$ cat src/rtl/mdio_pkg.sv
package mdio_pkg;
  localparam int IDX_W  = 8;
  localparam int DIV_W  = 16;
  localparam int DATA_W = 16;
  localparam int ADR_W  = 5;

  typedef struct packed {
    logic             busy;
    logic             start;
    logic             drive;
    logic             rise;
    logic             stop;
    logic             sampleAck;
    logic             sampleData;
    logic             isRead;
    logic [IDX_W-1:0] bitIdx;
  } mdioStrobe_t;
endpackage

$ cat src/rtl/mdio_datapath.sv
module mdio_datapath
  import mdio_pkg::*;
#(
  parameter int PRE_LEN = 32
) (
  input  logic              clk,
  input  logic              rstN,
  input  mdioStrobe_t       st,
  input  logic              cmdWrite,
  input  logic [ADR_W-1:0]  cmdPhy,
  input  logic [ADR_W-1:0]  cmdReg,
  input  logic [DATA_W-1:0] cmdData,
  input  logic              mdioIn,
  output logic              mdc,
  output logic              mdioOut,
  output logic              mdioOe,
  output logic [DATA_W-1:0] rxData,
  output logic              rxAck
);
  localparam int FRAME_LEN = PRE_LEN + 32;
  localparam int POS_W     = $clog2(FRAME_LEN);
  localparam int TA_POS    = PRE_LEN + 14;

  logic [FRAME_LEN-1:0] txBits;
  logic [FRAME_LEN-1:0] oeBits;
  logic [POS_W-1:0]     pos;

  // frame image, MSB goes out first
  always_comb begin
    txBits = {{PRE_LEN{1'b1}}, 2'b01, (cmdWrite ? 2'b01 : 2'b10), cmdPhy, cmdReg,
              (cmdWrite ? 2'b10 : 2'b11), (cmdWrite ? cmdData : {DATA_W{1'b1}})};
    oeBits = {{(FRAME_LEN-18){1'b1}}, {18{cmdWrite}}};
    pos    = POS_W'(FRAME_LEN - 1) - POS_W'(st.bitIdx);
  end

  always_ff @(posedge clk) begin
    if (!rstN) begin
      mdc     <= 1'b0;
      mdioOut <= 1'b0;
      mdioOe  <= 1'b0;
      rxData  <= '0;
      rxAck   <= 1'b0;
    end else if (st.stop) begin
      mdc     <= 1'b0;
      mdioOut <= 1'b0;
      mdioOe  <= 1'b0;
    end else begin
      if (st.start) begin
        rxData <= '0;
        rxAck  <= 1'b0;
      end
      if (st.drive) begin
        mdc     <= 1'b0;
        mdioOut <= txBits[pos];
        mdioOe  <= oeBits[pos];
      end
      if (st.rise) begin
        mdc <= 1'b1;
        if (st.sampleAck)  rxAck  <= !mdioIn;
        if (st.sampleData) rxData <= {rxData[DATA_W-2:0], mdioIn};
      end
    end
  end

  // with no frame in progress the pins stay quiet
  p_idle_quiet_r1: assert property (@(posedge clk) disable iff (!rstN)
    !st.busy |=> (!mdc && !mdioOe));

  // read turnaround and data phase leave MDIO released
  p_release_ta_r5: assert property (@(posedge clk) disable iff (!rstN)
    (st.drive && st.isRead && (st.bitIdx >= IDX_W'(TA_POS))) |=> !mdioOe);
endmodule

$ cat src/rtl/mdio_ctrl.sv
module mdio_ctrl
  import mdio_pkg::*;
#(
  parameter int               PRE_LEN   = 32,
  parameter logic [DIV_W-1:0] DIV_RESET = 16'hFF
) (
  input  logic              clk,
  input  logic              rstN,
  input  logic              busAddr,
  input  logic              busWrEn,
  input  logic [31:0]       busWdata,
  output logic [31:0]       busRdata,
  input  logic [DATA_W-1:0] rxData,
  input  logic              rxAck,
  output mdioStrobe_t       st,
  output logic              cmdWrite,
  output logic [ADR_W-1:0]  cmdPhy,
  output logic [ADR_W-1:0]  cmdReg,
  output logic [DATA_W-1:0] cmdData
);
  localparam int FRAME_LEN = PRE_LEN + 32;
  localparam int ACK_POS   = PRE_LEN + 15;
  localparam int DATA_POS  = PRE_LEN + 16;

  logic             enable, idle, go, cmdAck;
  logic [DIV_W-1:0] div, divEff, half, cnt;
  logic [IDX_W-1:0] bitCnt;
  logic             active, atHalf, atEnd, finish, abort, accessOpen, ctrlWr;
  logic [3:0]       unusedBits;

  assign unusedBits = busWdata[29:26];

  always_comb begin
    divEff     = (div == '0) ? DIV_W'(1) : div;
    half       = divEff >> 1;
    active     = go && enable;
    atHalf     = active && (cnt == half);
    atEnd      = active && (cnt == divEff);
    finish     = atHalf && (bitCnt == IDX_W'(FRAME_LEN));
    abort      = go && !enable;
    ctrlWr     = busWrEn && !busAddr;
    accessOpen = busWrEn && busAddr && !go && !(busWdata[31] && !enable);

    st.busy       = go;
    st.start      = accessOpen && busWdata[31];
    st.drive      = atHalf && (bitCnt < IDX_W'(FRAME_LEN));
    st.rise       = atEnd;
    st.stop       = finish || abort;
    st.isRead     = !cmdWrite;
    st.sampleAck  = !cmdWrite && (bitCnt == IDX_W'(ACK_POS));
    st.sampleData = !cmdWrite && (bitCnt >= IDX_W'(DATA_POS));
    st.bitIdx     = bitCnt;

    busRdata = busAddr ? {go, cmdWrite, cmdAck, 3'b000, cmdReg, cmdPhy, cmdData}
                       : {idle, enable, 14'd0, div};
  end

  always_ff @(posedge clk) begin
    if (!rstN) begin
      enable   <= 1'b0;
      idle     <= 1'b1;
      div      <= DIV_RESET;
      go       <= 1'b0;
      cmdWrite <= 1'b0;
      cmdAck   <= 1'b0;
      cmdPhy   <= '0;
      cmdReg   <= '0;
      cmdData  <= '0;
      cnt      <= '0;
      bitCnt   <= '0;
    end else begin
      idle <= !enable;
      if (ctrlWr) begin
        enable <= busWdata[30];
        div    <= busWdata[DIV_W-1:0];
      end
      if (accessOpen) begin
        cmdWrite <= busWdata[30];
        cmdReg   <= busWdata[25:21];
        cmdPhy   <= busWdata[20:16];
        cmdData  <= busWdata[DATA_W-1:0];
        if (busWdata[31]) begin
          go     <= 1'b1;
          cmdAck <= 1'b0;
          cnt    <= '0;
          bitCnt <= '0;
        end
      end else if (abort) begin
        go     <= 1'b0;
        cmdAck <= 1'b0;
      end else if (finish) begin
        go <= 1'b0;
        if (!cmdWrite) begin
          cmdData <= rxData;
          cmdAck  <= rxAck;
        end
      end else if (active) begin
        if (atEnd) begin
          cnt    <= '0;
          bitCnt <= bitCnt + 1'b1;
        end else begin
          cnt <= cnt + 1'b1;
        end
      end
    end
  end

  // a frame never starts while the controller is disabled
  p_go_needs_enable_r9: assert property (@(posedge clk) disable iff (!rstN)
    $rose(go) |-> enable);

  // busy command word is frozen against bus writes
  p_ignore_busy_r8: assert property (@(posedge clk) disable iff (!rstN)
    (go && busWrEn && busAddr) |=> ($stable(cmdPhy) && $stable(cmdReg) && $stable(cmdWrite)));

  // go only falls after the full frame or on an abort
  p_go_fall_r7: assert property (@(posedge clk) disable iff (!rstN)
    $fell(go) |-> (($past(bitCnt) == IDX_W'(FRAME_LEN)) || !$past(enable)));
endmodule

$ cat src/rtl/mdio_mgmt_master.sv
module mdio_mgmt_master
  import mdio_pkg::*;
#(
  parameter int               PRE_LEN   = 32,
  parameter logic [DIV_W-1:0] DIV_RESET = 16'hFF
) (
  input  logic        clk,
  input  logic        rstN,
  input  logic        busAddr,
  input  logic        busWrEn,
  input  logic [31:0] busWdata,
  output logic [31:0] busRdata,
  output logic        mdc,
  output logic        mdioOut,
  output logic        mdioOe,
  input  logic        mdioIn
);
  mdioStrobe_t       st;
  logic              cmdWrite, rxAck;
  logic [ADR_W-1:0]  cmdPhy, cmdReg;
  logic [DATA_W-1:0] cmdData, rxData;

  mdio_ctrl #(.PRE_LEN(PRE_LEN), .DIV_RESET(DIV_RESET)) uCtrl (
    .clk(clk), .rstN(rstN), .busAddr(busAddr), .busWrEn(busWrEn),
    .busWdata(busWdata), .busRdata(busRdata), .rxData(rxData), .rxAck(rxAck),
    .st(st), .cmdWrite(cmdWrite), .cmdPhy(cmdPhy), .cmdReg(cmdReg), .cmdData(cmdData)
  );

  mdio_datapath #(.PRE_LEN(PRE_LEN)) uPath (
    .clk(clk), .rstN(rstN), .st(st), .cmdWrite(cmdWrite), .cmdPhy(cmdPhy),
    .cmdReg(cmdReg), .cmdData(cmdData), .mdioIn(mdioIn), .mdc(mdc),
    .mdioOut(mdioOut), .mdioOe(mdioOe), .rxData(rxData), .rxAck(rxAck)
  );
endmodule

$ cat config.mk
export PLATFORM = sky130hd
export DESIGN_NAME = mdio_mgmt_master
export DESIGN_NICKNAME = d
export VERILOG_FILES = /design/src/rtl/mdio_pkg.sv /design/src/rtl/mdio_datapath.sv /design/src/rtl/mdio_ctrl.sv /design/src/rtl/mdio_mgmt_master.sv
export SDC_FILE = /design/constraint.sdc
export NUM_CORES = 1
export LEC_CHECK = 0
export ABC_AREA = 1
export BUFFER_PORTS_ARGS = -buffer_cell sky130_fd_sc_hd__buf_4
export CAP_MARGIN = 20
export CORE_ASPECT_RATIO = 1.2
export CORE_MARGIN = 4
export CORE_UTILIZATION = 59
export CTS_CLUSTER_DIAMETER = 60
export DETAILED_ROUTE_END_ITERATION = 12
export PLACE_DENSITY = 0.81
export SYNTH_ARGS = -nofsm -noshare
export SYNTH_HDL_FRONTEND = slang
export SYNTH_SLANG_ARGS = --single-unit
$ cat constraint.sdc
create_clock -name clk -period 2.9 [get_ports clk]
set_clock_uncertainty 0.15 [all_clocks]
set_input_delay 0.435 -clock clk [delete_from_list [all_inputs] [get_ports clk]]
set_output_delay 0.435 -clock clk [all_outputs]
set_load 0.01 [all_outputs]
==> summary by stage, run 1 <==
Job
Max-cap violations in this run came to 0.

Synth
The portion of the post-synthesis area used by sequential elements is 31.8%. The netlist area before placement is 0.00573 sq mm. In the synthesized netlist the async set-or-reset flop fraction comes to 0%. The average instance in the mapped netlist occupies 6.22 sq um. The most common flop cell mapped by yosys is sky130_fd_sc_hd__dfxtp_1. The number of warnings issued by yosys is 0. The number of distinct standard cells referenced by the synthesized netlist is 39. Counting flops and latches in the post-synthesis netlist gives 91. Synthesis produced 921 cells. Yosys mapped a number of flops with a built-in enable equal to 0.

Global route
The leftover overflow at the end of global routing is 0. The first global-routing pass estimated 28300 um of wire. The largest net degree at the start of global routing is 56. The number of global-route vias before repair was 5670. The initial antenna violation count is 0. The overall global routing resource usage is 31.1%.

STA
The number of failing hold endpoints at the final stage is 0. Dividing the final minimum period by the clock period gives 80.3%. The actual transition at the worst max-transition pin is a little under 0.6 ns. Static timing analysis puts the maximum clock frequency at 0.429 GHz. The time the final worst path needs with I/O delays and setup is 2.33 ns.

The sum of negative setup slack is 0 ns. Headroom to the max-slew limit came out at 59.9%. Setup repair after global routing left no endpoint under its margin. The total setup violations reported at the end of the flow is 0.

The max-slew violation count is 0.

CTS
The clock-pin slew on the worst setup and hold paths is 0.06 ns. The maximum buffer depth of the clock tree is 2. The number of hold-repair buffers added at the cts stage is 0. The CTS tree is yes. The total setup buffers inserted after CTS is 0.

The later-pin clock latency in the skew report is 0.35 ns. CTS placed an instance of sky130_fd_sc_hd__clkbuf_16 at the clock tree root. After clock tree synthesis, the repair step resized 0 gates. The CTS buffer count is 9. The number of clock sinks is 91. The CTS H-tree depth is 3.

Worst setup path
The worst setup path is captured at a flip-flop. On the critical path, the stage with the largest delay is an instance of sky130_fd_sc_hd__nor4_1. The signal arrival time at the worst endpoint is roughly 2.5 ns. Grouping stages by cell kind, the critical path spends the most delay in simple AND/OR/NAND/NOR gates. The critical path required time is 3.02 ns. The cell with the most instances on the worst path is sky130_fd_sc_hd__nand2_1.

Traced cell by cell, the critical path runs through inv_1 -> nand2_1 -> nor4_1 -> nand3_1 -> nand2_2 -> nand2_4 -> clkinv_2 -> nand2_1 -> a21oi_1. The buffers plus inverters on the worst setup path is 2. The type of the worst setup path is flip-flop to flip-flop.

Of all nets on the critical path, the largest fanout is 17. In this design, the stage delay of the slowest critical-path cell is 0.53 ns. The critical path launch point type is a flip-flop.

Floorplan
Once the floorplan was initialized, standard cells occupied 60.2% of the core. The die outline width is 98.0 um. During I/O placement, the number of pins put on the boundary was 72. The y dimension of the die is 116 um.

The core area is between 0.009 and 0.01 sq mm. The number of standard-cell rows in the floorplan is 39. The area of the die is 0.0114 sq mm.

Outcome
The flow ran to the end, and the final reports show no timing, DRC or antenna violations.

Place
The number of buffers inserted by port buffering is 64. The final estimated routing congestion in global placement is roughly 1. The HPWL after detailed placement is 12800 um.

Worst hold path
The class of the tightest hold or removal check is primary input to flip-flop.

Detailed routing
The average vias per placed instance is 5.60. The final wirelength is 17500 um. In the final routed layout, each cell accounts on average for 15.9 um. The count of antenna-violating nets left after detailed routing is 0. The iteration count of the initial detailed-routing pass is 5. Summing over every cut layer, the via total after detailed routing is a little over 6000.

In the routed design, unresolved DRC markers number 0. After the first detailed-routing iteration, the DRC count stood at 475.

Cells and area
The final antenna diode count is 0. The final layout contains 1010 nets. Relative to the synthesized area, the layout overhead comes to 14.7%. In the layout the commonest cells are sky130_fd_sc_hd__nand2_1 (204), sky130_fd_sc_hd__nor2_1 (112), sky130_fd_sc_hd__o21ai_0 (108), sky130_fd_sc_hd__inv_1 (95), sky130_fd_sc_hd__dfxtp_1 (91). The library cell used most frequently in the layout, excluding fill and tap cells, is sky130_fd_sc_hd__nand2_1.

The fraction of final layout cells sized beyond drive strength 1 is about 14%.

Power
VDD sags by at most 0.296 mV. The total leakage power is 2.87 nW. Power spread over the standard cell area amounts to 451 mW/mm^2. The total power is 2.97 mW.
-- state kept, by name (all words and copies together) (netlist names), 5 cells and up --
signal,flops
uCtrl.div,16
uCtrl.cmdData,16
uPath.rxData,16
uCtrl.cnt,16
uCtrl.cmdPhy,5
uCtrl.cmdReg,5
uCtrl.bitCnt,8
-- tightest hold or removal path, stage by stage --
cell,delay (ns)
sky130_fd_sc_hd__buf_4,0.08
sky130_fd_sc_hd__nor2_1,0.03
sky130_fd_sc_hd__nor2_1,0.08
-- final cells by class --
class	instances	area, sq um
tap	123	154
inverter	107	403
timing repair buffer	85	646
clock inverter	3	46.3
sequential	91	1820
multi-input combinational	675	3240
clock buffer	13	260
fill	907	2940
-- power breakdown --
part           internal (mW)  switching (mW)  leakage, nW
combinational          0.148           0.257         1.99
clock                  0.718           0.505        0.146
sequential              1.29          0.0444        0.741
total                   2.16           0.807         2.87
-- cell families (layout without fill, tap and decap cells) --
kind of cell               count (synthesis)  in the layout  share of synthesized area [%]
and+or+nand+nor                          469            469                           36.8
buffers and inverters                    157            208                           11.8
DFF                                       91             91                           31.8
xor gates and xnor gates                  11             11                           1.68
other                                      1              3                         0.0655
AOI/OAI and AO/OA                        188            188                           16.9
adders and majority gates                  4              4                          0.874
-- routing by layer --
metal,vias up,global-route usage [%],wire [um]
met5,-,0,0
met4,0,14.0,669
met3,50,5.24,1170
met2,223,51.1,8270
met1,2760,40.2,7340
li1,3114,-,-
-- cell usage after synthesis (2+ instances only) --
library cell,number,share of area [%]
sky130_fd_sc_hd__nand4_1,38,4.1
sky130_fd_sc_hd__xor2_1,8,1.2
sky130_fd_sc_hd__buf_2,11,0.96
sky130_fd_sc_hd__nor3_1,4,0.35
sky130_fd_sc_hd__ha_1,4,0.87
sky130_fd_sc_hd__nand4_2,2,0.44
sky130_fd_sc_hd__and2_1,2,0.22
sky130_fd_sc_hd__nor3_2,4,0.70
sky130_fd_sc_hd__buf_6,7,1.4
sky130_fd_sc_hd__xnor2_1,3,0.46
sky130_fd_sc_hd__clkbuf_1,23,1.5
sky130_fd_sc_hd__nand3_1,85,7.4
sky130_fd_sc_hd__nor4_1,2,0.22
sky130_fd_sc_hd__inv_2,11,0.72
sky130_fd_sc_hd__a21oi_1,63,5.5
sky130_fd_sc_hd__dfxtp_1,91,32
sky130_fd_sc_hd__o211ai_1,9,1.2
sky130_fd_sc_hd__nor2_2,4,0.44
sky130_fd_sc_hd__buf_4,4,0.52
sky130_fd_sc_hd__inv_1,95,6.2
sky130_fd_sc_hd__o21ai_1,5,0.44
sky130_fd_sc_hd__nor3_4,2,0.57
sky130_fd_sc_hd__o21ai_0,108,9.4
sky130_fd_sc_hd__nand2_2,5,0.55
sky130_fd_sc_hd__nor2_1,112,7.3
sky130_fd_sc_hd__buf_1,3,0.20
sky130_fd_sc_hd__nand2_1,204,13
-- path summary, 6_finish.rpt --
path / start / endpoint / slack, ns / cells past startpoint
min: busWdata[16] / uCtrl.cmdPhy[0]$_SDFFE_PN0P_ / 0.16 / 3
max: uCtrl.bitCnt[3]$_SDFFE_PN0P_ / uCtrl.cnt[6]$_SDFFE_PN0P_ / 0.57 / 9
min reg2reg: uPath.mdc$_SDFFE_PP0P_ / uPath.mdc$_SDFFE_PP0P_ / 0.31 / 2
max reg2reg: uCtrl.bitCnt[3]$_SDFFE_PN0P_ / uCtrl.cnt[6]$_SDFFE_PN0P_ / 0.57 / 9
-- through the flow --
stage | cells | util (%) | setup WS (ns) | hold WS (ns) | instance area [sq um]
after CTS | 1096 | 68.9 | 0.595 | 0.159 | 6560
after floorplan | 923 | - | 0.829 | 0.246 | 5740
final | 1097 | 69.1 | 0.571 | 0.161 | 6570
after global routing | 1097 | 69.1 | 0.386 | 0.175 | 6570
after global placement | 1080 | 65.7 | 0.540 | 0.306 | 6250
after detailed placement | 1080 | 65.7 | 0.516 | 0.312 | 6250
Power figures use the tool's default switching activity.
==> run 2: changes to the inputs <==
--- a/config.mk
+++ b/config.mk
@@ -5,12 +5,12 @@
 export SDC_FILE = /design/constraint.sdc
 export NUM_CORES = 1
 export LEC_CHECK = 0
-export ABC_AREA = 1
+export ABC_AREA = 0
 export BUFFER_PORTS_ARGS = -buffer_cell sky130_fd_sc_hd__buf_4
 export CAP_MARGIN = 20
 export CORE_ASPECT_RATIO = 1.2
 export CORE_MARGIN = 4
-export CORE_UTILIZATION = 59
+export CORE_UTILIZATION = 58
 export CTS_CLUSTER_DIAMETER = 60
 export DETAILED_ROUTE_END_ITERATION = 12
 export PLACE_DENSITY = 0.81
==> constraint.sdc (replaced) <==
create_clock -name clk -period 2.17 [get_ports clk]
set_clock_uncertainty 0.15 [all_clocks]
set_input_delay 0.3255 -clock clk [delete_from_list [all_inputs] [get_ports clk]]
set_output_delay 0.3255 -clock clk [all_outputs]
set_load 0.01 [all_outputs]
==> summary by stage, run 2 <==
Outcome
The run finished, with violations left. The final reports fail on setup timing.

Synth
The number of distinct standard cells referenced by the synthesized netlist is 57 (+46%). The netlist area before placement is 0.00500 sq mm (-13%). The share of flip-flops with an asynchronous set or reset after synthesis came to 0% (unchanged). The number of instances in the synthesized netlist is 589 (-36%). Yosys attributes the largest share of cell area to sky130_fd_sc_hd__dfxtp_1 (36%), sky130_fd_sc_hd__nand2_1 (7.4%), sky130_fd_sc_hd__mux2_2 (4.3%). For this run, the leading register cell type out of synthesis is sky130_fd_sc_hd__dfxtp_1. The number of synthesized flops with an enable pin is 0 (unchanged). The synthesized design spends more area on one cell type than any other, namely sky130_fd_sc_hd__dfxtp_1. The top-area cell type share of the netlist area is 36.4% (+4.6 points).

The register bit total from synthesis came to 91 (unchanged). The most numerous cell in the Yosys netlist is sky130_fd_sc_hd__nand2_1. The post-synthesis area per instance is 8.49 sq um (+37%). The number of warnings issued by yosys is 0 (unchanged). The commonest cells after synthesis are sky130_fd_sc_hd__nand2_1 (99), sky130_fd_sc_hd__dfxtp_1 (91), sky130_fd_sc_hd__a21oi_1 (36). The portion of the post-synthesis area used by sequential elements is 36.4% (+4.6 points).

Floorplan
The effective utilization at floorplan is 60.7% (+0.48 points). The area of the die is 0.0102 sq mm (-10%). The die outline width was 92.8 um (-5.3%). The core area came to 0.00824 sq mm (-13%).

The top-level port count is 72 (unchanged). The y dimension of the die came to 110 um (-5.4%). The number of standard-cell rows in the floorplan is 36 (-7.7%).

CTS
The CTS buffer count was 9 (unchanged). The maximum buffer depth of the clock tree came to 2 (unchanged). The later-pin clock latency in the skew report is 0.40 ns (+0.05 ns).

The number of clock sinks is 91 (unchanged). The clock tree root driver cell is sky130_fd_sc_hd__clkbuf_8. The CTS tree is yes. The CTS H-tree depth is 3 (unchanged). The clock-pin slew on the worst setup and hold paths is 0.10 ns (+0.04 ns).

Power
The portion of total power attributed to sequential cells is 48.2% (+3.1 points). The total internal power is 2.60 mW (+21%). The switching part of the total power was 29.0% (+1.8 points). The total power is 3.67 mW (+24%). The total leakage power is 2.87 nW (-0.11%). The ratio of total power to cell area is 491 mW/mm^2 (+8.7%). The net switching power is 1.06 mW (+32%). The clock share of power is 36.6% (-4.6 points). The combinational group share of total power was 15.2% (+1.5 points).

The highest ir drop seen on vdd is 0.583 mV (+97%).

Worst setup path
STA classifies the critical path endpoint as a flip-flop. The critical path required time is 2.34 ns (-0.68 ns). On the critical path, the stage with the largest delay is an instance of sky130_fd_sc_hd__or4_4.

The signal on the critical path passes through xnor2_2 -> nand4_1 -> or4_4 -> nand2b_4 -> a2111oi_4 -> buf_6 -> buf_12 -> o2bb2ai_1. The critical path is of the flip-flop to flip-flop type. Broken down by cell family, the worst path's largest delay share belongs to simple AND/OR/NAND/NOR gates. The delay of the slowest cell on the worst path is 0.67 ns (+0.14 ns). The largest fanout of any net on the critical path is 8 (-9).

STA classifies the critical path startpoint as a flip-flop. The signal arrival time at the worst endpoint is 3.11 ns (+0.66 ns). The buffers plus inverters on the worst setup path is 2 (unchanged).

Place
The worst slack after detailed placement is -0.311 ns (-0.827 ns). The placed instance count was 804 (-26%). The final estimated routing congestion in global placement is 1.01 (+3.9%).

The number of buffers inserted by port buffering was 64 (unchanged). The total half-perimeter wirelength after legalization and detailed placement is 10800 um (-16%).

STA
The worst slew margin relative to its limit is 51.5% (-8.5 points). The actual transition at the worst max-transition pin is 0.725 ns (+0.130 ns). The sum of negative setup slack is -31.40 ns (-31.40 ns).

The fmax came to 0.340 GHz (-21%). The time the final worst path needs with I/O delays and setup was 2.94 ns (+0.611 ns). Setup repair after global routing could not meet its margin everywhere.

The number of failing hold endpoints at the final stage was 0 (unchanged). The total setup violations reported at the end of the flow is 62 (+62). The final critical-path setup slack was -0.770 ns (-1.34 ns). The max-slew violation count is 0 (unchanged).

The ratio of final minimum period to clock period is 135% (+55 points).

Global route
The leftover overflow at the end of global routing came to 0 (unchanged). The largest net degree at the start of global routing is 38 (-32%). The overall global routing resource usage is 34.0% (+2.9 points). The global-route wire length before repair is 26800 um (-5.3%). The initial antenna violation count came to 0 (unchanged). The number of global-route vias before repair is 5323 (-6.1%).

Detailed routing
The final wirelength is 23900 um (+37%). The number of vias in the routed layout was 6113 (-0.55%). The iteration count of the initial detailed-routing pass is 9 (+4). The total DRC errors in the routed layout is 0 (unchanged). The number of DRC violations after detailed-routing iteration 0 is 1003 (+110%). The wire length per cell is 28.1 um (+77%). The average vias per placed instance is 7.18 (+28%). The count of antenna-violating nets left after detailed routing is 0 (unchanged).

Worst hold path
The class of the tightest hold or removal check is primary input to flip-flop.

Cells and area
The count of fill cells added during filler insertion is 314 (-65%). In the layout the commonest cells are sky130_fd_sc_hd__buf_4 (146), sky130_fd_sc_hd__nand2_1 (95), sky130_fd_sc_hd__dfxtp_1 (60), sky130_fd_sc_hd__nor2_1 (34), sky130_fd_sc_hd__a21oi_1 (28). The final antenna diode count was 0 (unchanged). The commonest non-fill, non-tap cell in the layout is sky130_fd_sc_hd__buf_4.

The fraction of final layout cells sized beyond drive strength 1 is 47.1% (+33 points). The number of nets in the layout is 773 (-23%). The relative area change from synthesis to final layout is 49.4%. The final standard cell count with taps included and fillers excluded was 851 (-22%).

Job
The count of max-cap constraint violations came to 0 (unchanged).
-- run 2: worst paths after layout --
| kind | slack [ns] | cells after the start | to | start |
|---|---|---|---|---|
| max | -0.77 | 8 | uPath.rxData[9]$_SDFFE_PN0N_ | uCtrl.cnt[2]$_SDFFE_PN0P_ |
| min | 0.008 | 3 | uCtrl.div[4]$_SDFFE_PN1P_ | busWdata[4] |
| max reg2reg | -0.77 | 8 | uPath.rxData[9]$_SDFFE_PN0N_ | uCtrl.cnt[2]$_SDFFE_PN0P_ |
| min reg2reg | 0.31 | 2 | uPath.mdioOut$_SDFFE_PP0P_ | uPath.mdioOut$_SDFFE_PP0P_ |
-- run 2: per-stage QoR --
stage               area [sq um]  hold slack (ns)  utilization [%]
CTS                         6770           0.0179             82.1
floorplan                   5070            0.283                -
global placement            6160            0.288             74.7
finish                      7470          0.00827             90.7
detailed placement          6160            0.298             74.7
global route                7470           0.0112             90.7
-- run 2: cells by family after synthesis --
kind of cell / after synthesis / share of synthesized area [%]
AND/OR/NAND/NOR: 247 / 24.0
AO/OA/AOI/OAI: 111 / 16.4
flip-flops: 91 / 36.4
buffers and inverters: 57 / 5.28
multiplexers: 45 / 11.0
XOR/XNOR: 33 / 5.78
adder cells (fa/ha/maj): 4 / 1.00
other: 1 / 0.0750
-- run 2: layout make-up --
class	instances	area, sq um	area share [%]
inverters	6	22.5	0.301
multi-input cells	443	3590	48.0
well taps	114	143	1.91
clock buffers	10	128	1.71
clock inverters	6	88.8	1.19
flip-flops and latches	91	1890	25.3
repair buffers	181	1610	21.6
-- run 2: metal layers --
layer | part of all wire [%] | vias up | wire (um) | track usage (%)
met4 | 9.8 | 0 | 2330 | 20.4
met2 | 45 | 698 | 10800 | 57.1
met5 | 0 | - | 0 | 0
met1 | 32 | 2787 | 7570 | 40.3
li1 | - | 2365 | - | -
met3 | 13 | 263 | 3170 | 6.43
-- run 2: repair_timing --
| item | 4_1_cts | 5_1_grt |
|---|---|---|
| gates cloned | 1 | 3 |
| gates resized for setup | 70 | 106 |
| buffers inserted | 16 | 13 |
| hold buffers | 0 | 0 |
| pin swaps | 23 | 35 |
| setup endpoints to repair | 55 | 61 |
-- run 2: power by group through the flow --
stage,combinational (mW),clock [mW],sequential [mW]
finish,0.556,1.34,1.77
global route,0.568,1.39,1.77
CTS,0.447,1.29,1.76
detailed placement,0.417,0,1.79
global placement,0.406,0,1.79
floorplan,0.214,0,1.78
-- run 2: worst reg2reg max path: cells and delay by family, from the launching register on --
kind / cells / cell delay (ns)
XOR/XNOR: 1 / 0.17
AND/OR/NAND/NOR: 3 / 1.19
AO/OA/AOI/OAI: 2 / 0.55
buffers and inverters: 2 / 0.34
flip-flops: 1 / 0.47
